`config.mk`:
```
export PLATFORM = sky130hd
export DESIGN_NAME = trs_word_aligner
export DESIGN_NICKNAME = d
export VERILOG_FILES = /design/src/rtl/twa_pkg.sv /design/src/rtl/twa_offset_hunt.sv /design/src/rtl/twa_realign.sv /design/src/rtl/twa_flagger.sv /design/src/rtl/trs_word_aligner.sv
export SDC_FILE = /design/constraint.sdc
export NUM_CORES = 1
export LEC_CHECK = 0
export BUFFER_PORTS_ARGS = -buffer_cell sky130_fd_sc_hd__buf_2
export CORE_AREA = 4 4 169 171
export DETAILED_ROUTE_END_ITERATION = 8
export DIE_AREA = 0 0 173 175
export GPL_TIMING_DRIVEN = 0
export HOLD_SLACK_MARGIN = 0.06
export PLACE_DENSITY_LB_ADDON = 0.08
export SLEW_MARGIN = 10
export SYNTH_ARGS = -nofsm -noshare
export SYNTH_HDL_FRONTEND = slang
export SYNTH_SLANG_ARGS = --single-unit
export TNS_END_PERCENT = 1
```
`constraint.sdc`:
```
create_clock -name clk -period 5.55 [get_ports clk]
set_input_delay 0.555 -clock clk [delete_from_list [all_inputs] [get_ports clk]]
set_output_delay 0.555 -clock clk [all_outputs]
set_load 0.005 [all_outputs]
```
`src/rtl/twa_pkg.sv`:
```
package twa_pkg;

   // Rounded-up integer division for elaboration-time sizing.
   function automatic int twa_cdiv(input int num, input int den);
      return (num + den - 1) / den;
   endfunction

endpackage

```
`src/rtl/twa_offset_hunt.sv`:
```
// Input history and preamble search over every bit phase of one group.
module twa_offset_hunt
   import twa_pkg::*;
#(
   parameter int DW    = 10,
   parameter int LANES = 2,
   parameter int NG    = 3,
   localparam int IN_W  = DW * LANES,
   localparam int WIN_W = NG * IN_W,
   localparam int OFF_W = $clog2(IN_W)
) (
   input  logic             clk,
   input  logic             rst,
   input  logic [IN_W-1:0]  din,
   output logic [WIN_W-1:0] win,
   output logic             hit,
   output logic [OFF_W-1:0] hit_off
);

   localparam int PRE_W = 3 * DW;
   localparam logic [PRE_W-1:0] PREAMBLE = {{(2*DW){1'b0}}, {DW{1'b1}}};

   logic [IN_W-1:0] grp [NG];

   // grp[0] newest; the window puts the oldest group in the low bits.
   for (genvar g = 0; g < NG; g++) begin : g_stage
      if (g == 0) begin : g_head
         always_ff @(posedge clk) begin
            if (rst) grp[g] <= '0;
            else     grp[g] <= din;
         end
      end else begin : g_tail
         always_ff @(posedge clk) begin
            if (rst) grp[g] <= '0;
            else     grp[g] <= grp[g-1];
         end
      end
      assign win[g*IN_W +: IN_W] = grp[NG-1-g];
   end

   // Descending scan so the lowest matching phase is reported.
   always_comb begin
      hit     = 1'b0;
      hit_off = '0;
      for (int k = IN_W - 1; k >= 0; k--) begin
         if (win[k +: PRE_W] == PREAMBLE) begin
            hit     = 1'b1;
            hit_off = OFF_W'(k);
         end
      end
   end

   // non-overlapping sequences are seen at exactly one phase, once.
   a_r7_single_hit: assert property (@(posedge clk) disable iff (rst)
      hit |=> !hit);

endmodule

```
`src/rtl/twa_realign.sv`:
```
// Word boundary register and the barrel selection of one aligned group.
module twa_realign #(
   parameter int DW    = 10,
   parameter int LANES = 2,
   parameter int NG    = 3,
   localparam int IN_W  = DW * LANES,
   localparam int WIN_W = NG * IN_W,
   localparam int OFF_W = $clog2(IN_W)
) (
   input  logic             clk,
   input  logic             rst,
   input  logic             frame_en,
   input  logic [WIN_W-1:0] win,
   input  logic             hit,
   input  logic [OFF_W-1:0] hit_off,
   output logic [IN_W-1:0]  aln
);

   logic [OFF_W-1:0] cur_off;
   logic [OFF_W-1:0] sel;

   // A new phase takes effect in the very cycle it is found.
   always_comb sel = (hit && frame_en) ? hit_off : cur_off;

   always_ff @(posedge clk) begin
      if (rst) begin
         cur_off <= '0;
         aln     <= '0;
      end else begin
         cur_off <= sel;
         aln     <= win[sel +: IN_W];
      end
   end

   // the boundary does not move while realignment is disabled.
   a_r2_hold_offset: assert property (@(posedge clk) disable iff (rst)
      !frame_en |=> $stable(cur_off));

   // after an accepted detection, lane 0 carries the all-ones word.
   a_r1_lane0_ones: assert property (@(posedge clk) disable iff (rst)
      (hit && frame_en) |=> (aln[DW-1:0] == {DW{1'b1}}));

endmodule

```
`src/rtl/twa_flagger.sv`:
```
// Sequence marking on the aligned word stream, with look-behind and look-ahead.
module twa_flagger
   import twa_pkg::*;
#(
   parameter int DW      = 10,
   parameter int LANES   = 2,
   parameter int KIND_BIT = 6,
   localparam int IN_W   = DW * LANES
) (
   input  logic             clk,
   input  logic             rst,
   input  logic [IN_W-1:0]  aln,
   output logic [IN_W-1:0]  dout,
   output logic [LANES-1:0] trs,
   output logic [LANES-1:0] eav,
   output logic [LANES-1:0] sav
);

   localparam int AHEAD  = twa_cdiv(2, LANES);
   localparam int BEHIND = twa_cdiv(3, LANES);
   localparam int G      = AHEAD + 1 + BEHIND;
   localparam int NW     = G * LANES;
   localparam int OUT0   = BEHIND * LANES;

   logic [IN_W-1:0] hist [G-1];
   logic [DW-1:0]   vw   [NW];
   logic [NW-1:0]   st;
   logic [LANES-1:0] trs_n, eav_n, sav_n;

   for (genvar h = 0; h < G - 1; h++) begin : g_hist
      if (h == 0) begin : g_first
         always_ff @(posedge clk) begin
            if (rst) hist[h] <= '0;
            else     hist[h] <= aln;
         end
      end else begin : g_next
         always_ff @(posedge clk) begin
            if (rst) hist[h] <= '0;
            else     hist[h] <= hist[h-1];
         end
      end
   end

   // Flat word view, index 0 oldest; the newest group is aln itself.
   for (genvar g = 0; g < G; g++) begin : g_grp
      logic [IN_W-1:0] src;
      if (g == G - 1) begin : g_new
         assign src = aln;
      end else begin : g_old
         assign src = hist[G-2-g];
      end
      for (genvar j = 0; j < LANES; j++) begin : g_word
         assign vw[g*LANES+j] = src[j*DW +: DW];
      end
   end

   // st[i]: word i opens a sequence (all-ones, zero, zero).
   for (genvar i = 0; i < NW; i++) begin : g_start
      if (i + 2 < NW) begin : g_chk
         assign st[i] = (vw[i] == {DW{1'b1}}) && (vw[i+1] == '0) && (vw[i+2] == '0);
      end else begin : g_none
         assign st[i] = 1'b0;
      end
   end

   for (genvar j = 0; j < LANES; j++) begin : g_lane
      localparam int M = OUT0 + j;
      assign trs_n[j] = |st[M -: 4];
      assign eav_n[j] = st[M-3] &  vw[M][KIND_BIT];
      assign sav_n[j] = st[M-3] & ~vw[M][KIND_BIT];
   end

   always_ff @(posedge clk) begin
      if (rst) begin
         dout <= '0;
         trs  <= '0;
         eav  <= '0;
         sav  <= '0;
      end else begin
         dout <= hist[AHEAD-1];
         trs  <= trs_n;
         eav  <= eav_n;
         sav  <= sav_n;
      end
   end

   // Assertion support: two cycles of flag history.
   logic [LANES-1:0] trs_d1, trs_d2;
   always_ff @(posedge clk) begin
      if (rst) begin
         trs_d1 <= '0;
         trs_d2 <= '0;
      end else begin
         trs_d1 <= trs;
         trs_d2 <= trs_d1;
      end
   end
   logic [3*LANES-1:0] trs_hist;
   assign trs_hist = {trs, trs_d1, trs_d2};

   for (genvar j = 0; j < LANES; j++) begin : g_chk_lane
      // an XYZ word closes a run of four flagged words.
      a_r3_span_four: assert property (@(posedge clk) disable iff (rst)
         (eav[j] || sav[j]) |-> (trs_hist[2*LANES+j -: 4] == 4'hF));
   end

   // at most one XYZ strobe in any output group.
   a_r4_one_strobe: assert property (@(posedge clk) disable iff (rst)
      $onehot0({eav, sav}));

   // the first cycle after reset shows no flags.
   a_r5_clear_flags: assert property (@(posedge clk) disable iff (rst)
      $past(rst) |-> (trs == '0 && eav == '0 && sav == '0));

endmodule

```
`src/rtl/trs_word_aligner.sv`:
```
module trs_word_aligner
   import twa_pkg::*;
#(
   parameter int DW       = 10,
   parameter int LANES    = 2,
   parameter int KIND_BIT = 6
) (
   input  logic                  clk,
   input  logic                  rst,
   input  logic                  frame_en,
   input  logic [DW*LANES-1:0]   din,
   output logic [DW*LANES-1:0]   dout,
   output logic [LANES-1:0]      trs,
   output logic [LANES-1:0]      eav,
   output logic [LANES-1:0]      sav
);

   localparam int IN_W  = DW * LANES;
   localparam int NG    = twa_cdiv(IN_W - 1 + 3 * DW, IN_W);
   localparam int WIN_W = NG * IN_W;
   localparam int OFF_W = $clog2(IN_W);

   if (LANES < 2 || LANES > 4) begin : g_bad_lanes
      $error("trs_word_aligner: LANES must be 2..4");
   end
   if (KIND_BIT >= DW || DW < 2) begin : g_bad_width
      $error("trs_word_aligner: KIND_BIT must lie inside a word");
   end

   logic [WIN_W-1:0] win;
   logic             hit;
   logic [OFF_W-1:0] hit_off;
   logic [IN_W-1:0]  aln;

   twa_offset_hunt #(.DW(DW), .LANES(LANES), .NG(NG)) u_hunt (
      .clk     (clk),
      .rst     (rst),
      .din     (din),
      .win     (win),
      .hit     (hit),
      .hit_off (hit_off)
   );

   twa_realign #(.DW(DW), .LANES(LANES), .NG(NG)) u_realign (
      .clk      (clk),
      .rst      (rst),
      .frame_en (frame_en),
      .win      (win),
      .hit      (hit),
      .hit_off  (hit_off),
      .aln      (aln)
   );

   twa_flagger #(.DW(DW), .LANES(LANES), .KIND_BIT(KIND_BIT)) u_flag (
      .clk  (clk),
      .rst  (rst),
      .aln  (aln),
      .dout (dout),
      .trs  (trs),
      .eav  (eav),
      .sav  (sav)
   );

endmodule

```
# Word level (Yosys, flattened, before mapping)
# Memories as Yosys holds them, arrays and structs flattened.
# Index checks and enable logic that the tools add are counted.
# word_totals
register_bits,51
ramBits,120
output_inout_bits,26
memories,2
# mem_list
name,depth,word_bits,rd,rd_clocked_by_memory_dff,wr,line,text
u_flag.hist,3,20,3,0,3,twa_flagger.sv:25,logic [IN_W-1:0] hist [G-1];
u_hunt.grp,3,20,3,0,3,twa_offset_hunt.sv:23,logic [IN_W-1:0] grp [NG];
# op_classes
n_eq_ne,25
shifts,1
n_mux,50
bitwise_logic,12
reduce_logical,19
# ops
cell,count
$eq 30x10->1 const B,20
$mux 20,6
$mux 5,21
$logic_not 10->1,6
$shiftx 60x6->20,1
$eq 10x10->1 const B,5
$mux 1,23
$logic_and 1x1->1,11
$reduce_or 4->1,2
$or 1x1->1,6
$and 1x1->1,4
$not 1->1,2

# Depth between registers and ports, before layout
# Gate-level depths: netlist (run 1).
# An unclocked memory read counts as a cell.
# depth
ltp_word,25
mapped_depth,17
depth_no_buf,12

# By module
# From an unflattened synthesis (run 1), not the netlist that was laid out.
# unflattened
hier_cells,724
area_unflattened_um2,6995.5
# by_module_without_submodules
module,instances,cells_each,area_each_um2
twa_realign,1,323,2812.7
twa_offset_hunt,1,237,2369.8
twa_flagger,1,164,1813.0

# Worst setup path after synthesis (run 1)
# Ideal clock, no wire load.
# synth_path
path_kind,reg-to-reg
startpoint,mem u_hunt.grp[1][2] (netlist bit)
endpoint,reg u_realign.aln[13]
setup_time_ps,119
t_arrival_ps,3309
path_slack_ps,2122
stages_incl_launch_ff,13
cell_sequence,dfxtp_1 -> buf_2 -> nor4_4 -> nand4_2 -> or4_1 -> and4_4 -> a31oi_4 -> a2bb2oi_4 -> buf_6 -> mux2_1 -> mux2_2 -> o21a_1 -> o2bb2ai_1
# synth_lines
item,line,text
"start, declared",twa_offset_hunt.sv:23,
"end signal, assigned",twa_realign.sv:31,aln <= win[sel +: IN_W];
"end, declared",twa_realign.sv:16,output logic [IN_W-1:0] aln

==> results of run 1 <==
==> per-layer routing <==
metal | up-vias | GRT usage | share of wire
met2 | 283 | 0.3606 | 0.50
li1 | 3507 | - | -
met1 | 3543 | 0.2507 | 0.43
met5 | - | 0 | 0
met3 | 51 | 0.03894 | 0.052
met4 | 0 | 0.05520 | 0.022
==> placed cells by master, fill, tap and decap left out, drive strengths merged, types with 21 or more instances in the layout <==
master  netlist  routed
clkbuf       36      53
mux2i        75      75
nor2         49      49
nor2b       115     115
dfxtp       141     141
buf          24      72
nand3        28      28
inv          14      21
nor4         24      24
nand4        24      24
o21ai        36      36
nand2        56      56
==> worst min path at each step <==
stage	startpoint	endpoint	slack, ps	cells past startpoint
after floorplan	u_hunt.grp[0][11]	u_hunt.grp[1][11]	410	1
after detailed placement	u_hunt.grp[0][16]	u_hunt.grp[1][16]	420	1
after global placement	u_hunt.grp[0][18]	u_hunt.grp[1][18]	420	1
after global routing	din[7]	u_hunt.grp[0][7]	320	2
after CTS	din[19]	u_hunt.grp[0][19]	320	2
final	din[19]	u_hunt.grp[0][19]	330	2
==> kinds of logic (layout without fill, tap and decap cells) <==
family                 after synthesis  count (layout)  share of synthesized area
muxes                               96              96                     0.1255
DFF                                141             141                     0.3510
and+or+nand+nor                    404             404                     0.3069
AOI/OAI and AO/OA                  181             181                     0.1719
buffers and inverters               74             154                    0.04465
==> sequential cells by signal, summed over array words and instances, names as in the netlist <==
register and count:
u_hunt.grp 60, u_flag.trs 2, u_flag.dout 20, u_flag.sav 2, u_flag.hist 30, u_realign.aln 20
u_flag.eav 2, u_realign.cur_off 5
==> layout make-up <==
class | count | area (sq um)
clock inverters | 15 | 188.9
inverters | 14 | 52.55
plain buffers | 60 | 306.5
multi-input cells | 681 | 4861
fillers | 2872 | 17550
flip-flops and latches | 141 | 2823
repair buffers | 48 | 240.2
well taps | 341 | 426.7
clock buffers | 17 | 425.4
==> synthesized netlist by cell type, types with 7 or more instances <==
cell      number  share of area
dfxtp_1      141           0.35
nor2b_1      115          0.089
mux2i_1       75          0.093
nand2_1       56          0.026
nor2_1        47          0.022
clkbuf_1      36          0.017
nand3_1       28          0.017
o21ai_0       26          0.016
nand4_1       23          0.018
nor4_1        21          0.016
a21oi_1       19          0.012
buf_2         14         0.0087
inv_1         14         0.0065
o211ai_1      14          0.013
nor3_1        12         0.0075
mux2_2        11          0.015
and2_1        10         0.0078
or3_1         10         0.0078
nor4bb_1       9          0.011
o21ai_1        9         0.0056
a221o_1        8          0.010
a211oi_1       7         0.0065
a21o_1         7         0.0065
a221oi_1       7         0.0076
a22oi_1        7         0.0065
o21a_1         7         0.0065
o221ai_1       7         0.0076
==> where the power goes <==
part | total (mW) | leakage [nW] | internal [mW] | switching [mW]
Clock | 1.16 | 0.298 | 0.615 | 0.549
Sequential | 1.06 | 1.15 | 1.03 | 0.0281
Combinational | 0.167 | 2.21 | 0.0607 | 0.106
Total | 2.39 | 3.65 | 1.71 | 0.683
==> per-stage QoR <==
stage               utilization  total power [mW]  std cells
floorplan                     -             1.177        896
global placement         0.3241             1.253       1285
detailed placement       0.3241             1.250       1285
CTS                      0.3469             2.426       1317
global route             0.3469             2.490       1317
finish                   0.3469             2.392       1317
==> critical path: stages, from the launching register on <==
cell and delay (ps):
dfxtp_1 330, clkbuf_1 320, nor3_1 480, nand2_1 280, nor4b_1 760, o21ai_0 370
a31oi_4 380, a2bb2oi_4 210, buf_6 200, buf_8 170, mux2i_1 530, a221oi_1 150
a221oi_1 290, o21ai_1 220
==> impl_metrics.json, run 1 <==
{
  "r2r_setup_slack_ps": 690,
  "skew_ps": 10.41,
  "vias": 7384,
  "p_leak_nw": 3.652,
  "crit_start": "u_hunt.grp[1][10]",
  "cts_buffer_depth": 2,
  "hold_path_class": "input port to flop",
  "holdBufCountCts": 0,
  "yosysWarnings": 0,
  "die_width_um": 173,
  "final_hold_viol_count": 0,
  "final_antenna_net_count": 0,
  "io_buffers": 48,
  "cts_root_buf": "clkbuf_16",
  "clk_latency_ps": 430,
  "grt_max_degree": 19,
  "critPathLaunchType": "flop",
  "crit_end": "u_realign.aln[8]",
  "netlist_area_sq_um": 8043,
  "power-per-cell-area_nw_per_um2": 256.6,
  "pre_cts_ws_ps": 843.8,
  "final-setup-viol-count": 0,
  "drt_iter0_markers": 657,
  "rsz0062_at_grt": "false",
  "final_nets": 986,
  "io_pins": 49,
  "drv_slew": 0,
  "synthFlopType": "dfxtp_1",
  "synth_fp_nets": 919,
  "holdWs_ps": 329.1,
  "cts_sinks": 141,
  "crit_arrival_ps": 5120,
  "cts_tree": "built",
  "drc": 0,
  "synth-seq-cells": 141,
  "maxCapViolations": 0,
  "ir_drop_mv": 0.1616,
  "coreArea_sq_um": 26880,
  "grtUsageTotal": 0.2026,
  "area_growth_pct": 15.93,
  "cp_max_fo": 10,
  "tns_ps": 0,
  "crit_required_ps": 5810,
  "dpl_cell_area_sq_um": 8710,
  "gp_congestion": 0.9263,
  "timing.rr.end": "u_realign.aln[8]",
  "diodes": 0,
  "stdcell_area_sq_um": 9324,
  "reg2reg_from": "u_hunt.grp[1][10]",
  "post_cts_buffers": 0,
  "syn_area_per_cell_sq_um": 8.976,
  "rows": 60,
  "end_kind": "flop",
  "min_period_ps": 4861,
  "start_util": 0.2993,
  "via_per_inst": 5.607,
  "synth_seq_area_share": 0.3510,
  "worst_pin_slew_ps": 1176,
  "fmax_mhz": 205.7,
  "outcome": "finished clean",
  "reg2reg_depth": 13,
  "wl_mm": 31.20,
  "synth-edff-count": 0,
  "avgRoutedWirePerCell_um": 23.69,
  "drive_above_1_share": 0.1496,
  "cts_resized": 0,
  "chipHeight_um": 175,
  "grt_pass1_vias": 7454,
  "dp.final_hpwl_mm": 24.49,
  "path_class": "flop to flop",
  "die-area_sq_um": 30280,
  "ys_async_sr_fraction": 0,
  "relSlewSlack": 0.2050,
  "numCtsBuffers": 17,
  "antenna_found_initial": 0,
  "finalCritPeriodShare": 0.8758,
  "grt_pass1_wl_mm": 47.06,
  "htree_levels": 4,
  "dr.pass1.iters": 5,
  "netlist-cell-type-count": 91,
  "clk_pin_slew_ps": 70,
  "worst_slack_ps": 689.4,
  "synth_cells": 896,
  "grt-ovfl-total": 0
}
Power figures use the tool's default switching activity.
==> inputs of run 2 (changes only) <==
--- a/config.mk
+++ b/config.mk
@@ -6,8 +6,9 @@
 export NUM_CORES = 1
 export LEC_CHECK = 0
+export ABC_AREA = 1
 export BUFFER_PORTS_ARGS = -buffer_cell sky130_fd_sc_hd__buf_2
-export CORE_AREA = 4 4 169 171
+export CORE_AREA = 4 4 155 187
 export DETAILED_ROUTE_END_ITERATION = 8
-export DIE_AREA = 0 0 173 175
+export DIE_AREA = 0 0 159 191
 export GPL_TIMING_DRIVEN = 0
 export HOLD_SLACK_MARGIN = 0.06
==> constraint.sdc (replaced) <==
create_clock -name clk -period 5.55 [get_ports clk]
set_input_delay 0.8325 -clock clk [delete_from_list [all_inputs] [get_ports clk]]
set_output_delay 0.8325 -clock clk [all_outputs]
set_load 0.005 [all_outputs]
==> run 2 against run 1 <==
Critical path depth is 9 higher. Register-to-register slack better by 1000 ps. Setup slack better by 1000 ps. First-iteration DRC count is 20% higher. Via count is 22% higher. Maximum frequency is 26% higher. Sequential power hardly changed. Sequential cell count stayed put. Sequential share of layout area is 0.11 points lower. Non-clock buffer count is 3 lower. Total power is 1.1% higher.
==> impl_metrics.json, run 2 <==
{
  "coreArea_sq_um": 27000,
  "start_util": 0.2999,
  "regMostFlops": "u_hunt.grp",
  "hold_path_class": "flop to flop",
  "largest_reg_flops": 60,
  "synthAdderAreaFrac": 0,
  "grt_max_degree": 17,
  "final_antenna_net_count": 0,
  "min_period_ps": 3843,
  "grtUsageTotal": 0.2406,
  "synth_xor_area_frac": 0,
  "synth_top_area_frac": 0.3486,
  "critPathTopFamily": "simple AND/OR/NAND/NOR gates",
  "final_nets": 1418,
  "clk_pin_slew_ps": 60,
  "diodes": 0,
  "maxCapViolations": 0,
  "crit_end": "u_realign.aln[12]",
  "multi_input_area_sq_um": 4337,
  "p_leak_nw": 4.309,
  "final-setup-viol-count": 0,
  "cts_sinks": 141,
  "power_mw": 2.418,
  "ys_top_cells_by_area": "dfxtp_1, nand3_1, nand2_1",
  "skew_ps": 13.52,
  "vias": 9042,
  "post_cts_buffers": 0,
  "slowest_stage": "dfxtp_1",
  "holdWs_ps": 400.3,
  "synth_most_common_cell": "nand2_1",
  "via_per_inst": 5.173,
  "worst_slack_ps": 1707,
  "final_common_cell": "nand2_1",
  "synth_cells": 1329,
  "crit_arrival_ps": 4120,
  "die-area_sq_um": 30370,
  "rsz0062_at_grt": "false",
  "wl_mm": 36.58,
  "path_class": "flop to flop",
  "area_growth_pct": 15.56,
  "drive_above_1_share": 0.09446,
  "outcome": "finished clean",
  "cts_tree": "built",
  "synth_seq_area_share": 0.3486,
  "holdBufCountCts": 0,
  "finalCritPeriodShare": 0.6924,
  "synth-compound-area-share": 0.03384,
  "yosysWarnings": 0,
  "rows": 66,
  "synth_top_family_by_area": "simple AND/OR/NAND/NOR gates",
  "synth_fp_nets": 1352,
  "relSlewSlack": 0.4040,
  "final_core_util": 0.3465,
  "io_buffers": 47,
  "netlist_area_sq_um": 8098,
  "grt_pass1_vias": 8750,
  "crit_buf_inv": 3,
  "dr.pass1.iters": 7,
  "cts_root_buf": "clkbuf_16",
  "end_kind": "flop",
  "syn_area_per_cell_sq_um": 6.093,
  "synth.top_cells.by_count": "nand2_1, nand3_1, nor2_1",
  "netlist-cell-type-count": 36,
  "synth_mux_area_frac": 0,
  "io_pins": 49,
  "chipHeight_um": 191,
  "reg2reg_depth": 22,
  "pre_cts_ws_ps": 1784,
  "synth-edff-count": 0,
  "reg2reg_from": "u_hunt.grp[1][0]",
  "htree_levels": 4,
  "place_inst": 1716,
  "seqCellArea_sq_um": 2823,
  "final_hold_viol_count": 0,
  "crit_path_max_incr_delay_ps": 770,
  "synthFlopType": "dfxtp_1",
  "ir_drop_mv": 0.1820,
  "ys_async_sr_fraction": 0,
  "drv_slew": 0,
  "reg_top3": "u_hunt.grp: 60 flops, u_flag.hist: 30 flops",
  "cp.depth": 22,
  "r2r_setup_slack_ps": 1710,
  "drc": 0,
  "crit_required_ps": 5830,
  "fill_cells": 3056,
  "fin_cells": 1748,
  "cts_resized": 0,
  "fmax_mhz": 260.2,
  "clk_latency_ps": 440,
  "worst_pin_slew_ps": 894.1,
  "power-per-cell-area_nw_per_um2": 258.4,
  "yosys.area.top_type": "dfxtp_1",
  "gp_congestion": 0.9696,
  "crit_start": "u_hunt.grp[1][0]",
  "synthSimpleGateAreaFrac": 0.5017,
  "critPathLaunchType": "flop",
  "tns_ps": 0,
  "grt-ovfl-total": 0,
  "cp_max_fo": 10,
  "stdcell_area_sq_um": 9358,
  "grt_pass1_wl_mm": 54.78,
  "final_cell_mix": "nand2_1, nand3_1, nor2_1",
  "cts_buffer_depth": 2,
  "timing.rr.end": "u_realign.aln[12]",
  "synth-seq-cells": 141,
  "path_common_cell": "nand2_1",
  "dp.final_hpwl_mm": 28.99,
  "avgRoutedWirePerCell_um": 20.92,
  "dpl_cell_area_sq_um": 8758,
  "die_width_um": 159,
  "antenna_found_initial": 0,
  "numCtsBuffers": 17,
  "drt_iter0_markers": 788,
  "crit_chain": "nor2_1, nand4_1, inv_1, nand3_1, nand2_1, nor2_1, nand2_1, nand2_1, nand3_2, nand2_1, clkinv_2, nand2_4, nand2_4, buf_6, o21ai_0, nand2_1, o21ai_0, nand2_1, nand3_1, nand2_1, nand2_1, nand2_1"
}
[run 2: cell types whose count changed after synthesis, sizes merged, moves of 75 or more]
| cell | before | now |
|---|---|---|
| nor2 | 49 | 253 |
| inv | 14 | 165 |
| nand3 | 28 | 286 |
| mux2i | 75 | 0 |
| nor2b | 115 | 0 |
| nand2 | 56 | 291 |
[run 2: worst min-delay path, delay by kind of cell, from the launching register on]
| family | cells | cell delay [ps] |
|---|---|---|
| buffers and inverters | 1 | 40 |
| DFF | 1 | 290 |
| and+or+nand+nor | 1 | 30 |
[run 2: metal layers]
layer	GRT usage	wire length, um
met1	0.2870	14690
met2	0.4278	17850
met3	0.03364	2139
met4	0.1139	1901
met5	0	0
[run 2: worst min-delay path by stage]
| stage | cells after the start | from | to | slack (ps) |
|---|---|---|---|---|
| global placement | 2 | u_hunt.grp[0][11] | u_hunt.grp[1][11] | 390 |
| global route | 2 | u_hunt.grp[0][14] | u_hunt.grp[1][14] | 420 |
| finish | 2 | u_hunt.grp[0][15] | u_hunt.grp[1][15] | 400 |
| CTS | 2 | u_hunt.grp[0][18] | u_hunt.grp[1][18] | 400 |
| floorplan | 2 | u_hunt.grp[0][11] | u_hunt.grp[1][11] | 390 |
| detailed placement | 2 | u_hunt.grp[0][11] | u_hunt.grp[1][11] | 390 |
[run 2: final cells by class]
| class | count | share of cell area |
|---|---|---|
| multi-input combinational | 961 | 0.4634 |
| sequential | 141 | 0.3016 |
| inverter | 169 | 0.06792 |
| clock buffer | 19 | 0.04733 |
| tap | 340 | 0.04546 |
| buffer | 58 | 0.03236 |
| timing repair buffer | 47 | 0.02514 |
| clock inverter | 13 | 0.01671 |
[run 2: report_power, final]
| group | switching [mW] | internal (mW) | total [mW] |
|---|---|---|---|
| clock | 0.482 | 0.684 | 1.17 |
| sequential | 0.0376 | 1.03 | 1.07 |
| combinational | 0.130 | 0.0499 | 0.180 |
[run 2: logic make-up (layout without fill, tap and decap cells)]
| family | after synthesis | after routing |
|---|---|---|
| and+or+nand+nor | 917 | 917 |
| AOI/OAI and AO/OA | 44 | 44 |
| buffers and inverters | 227 | 306 |
| DFF | 141 | 141 |
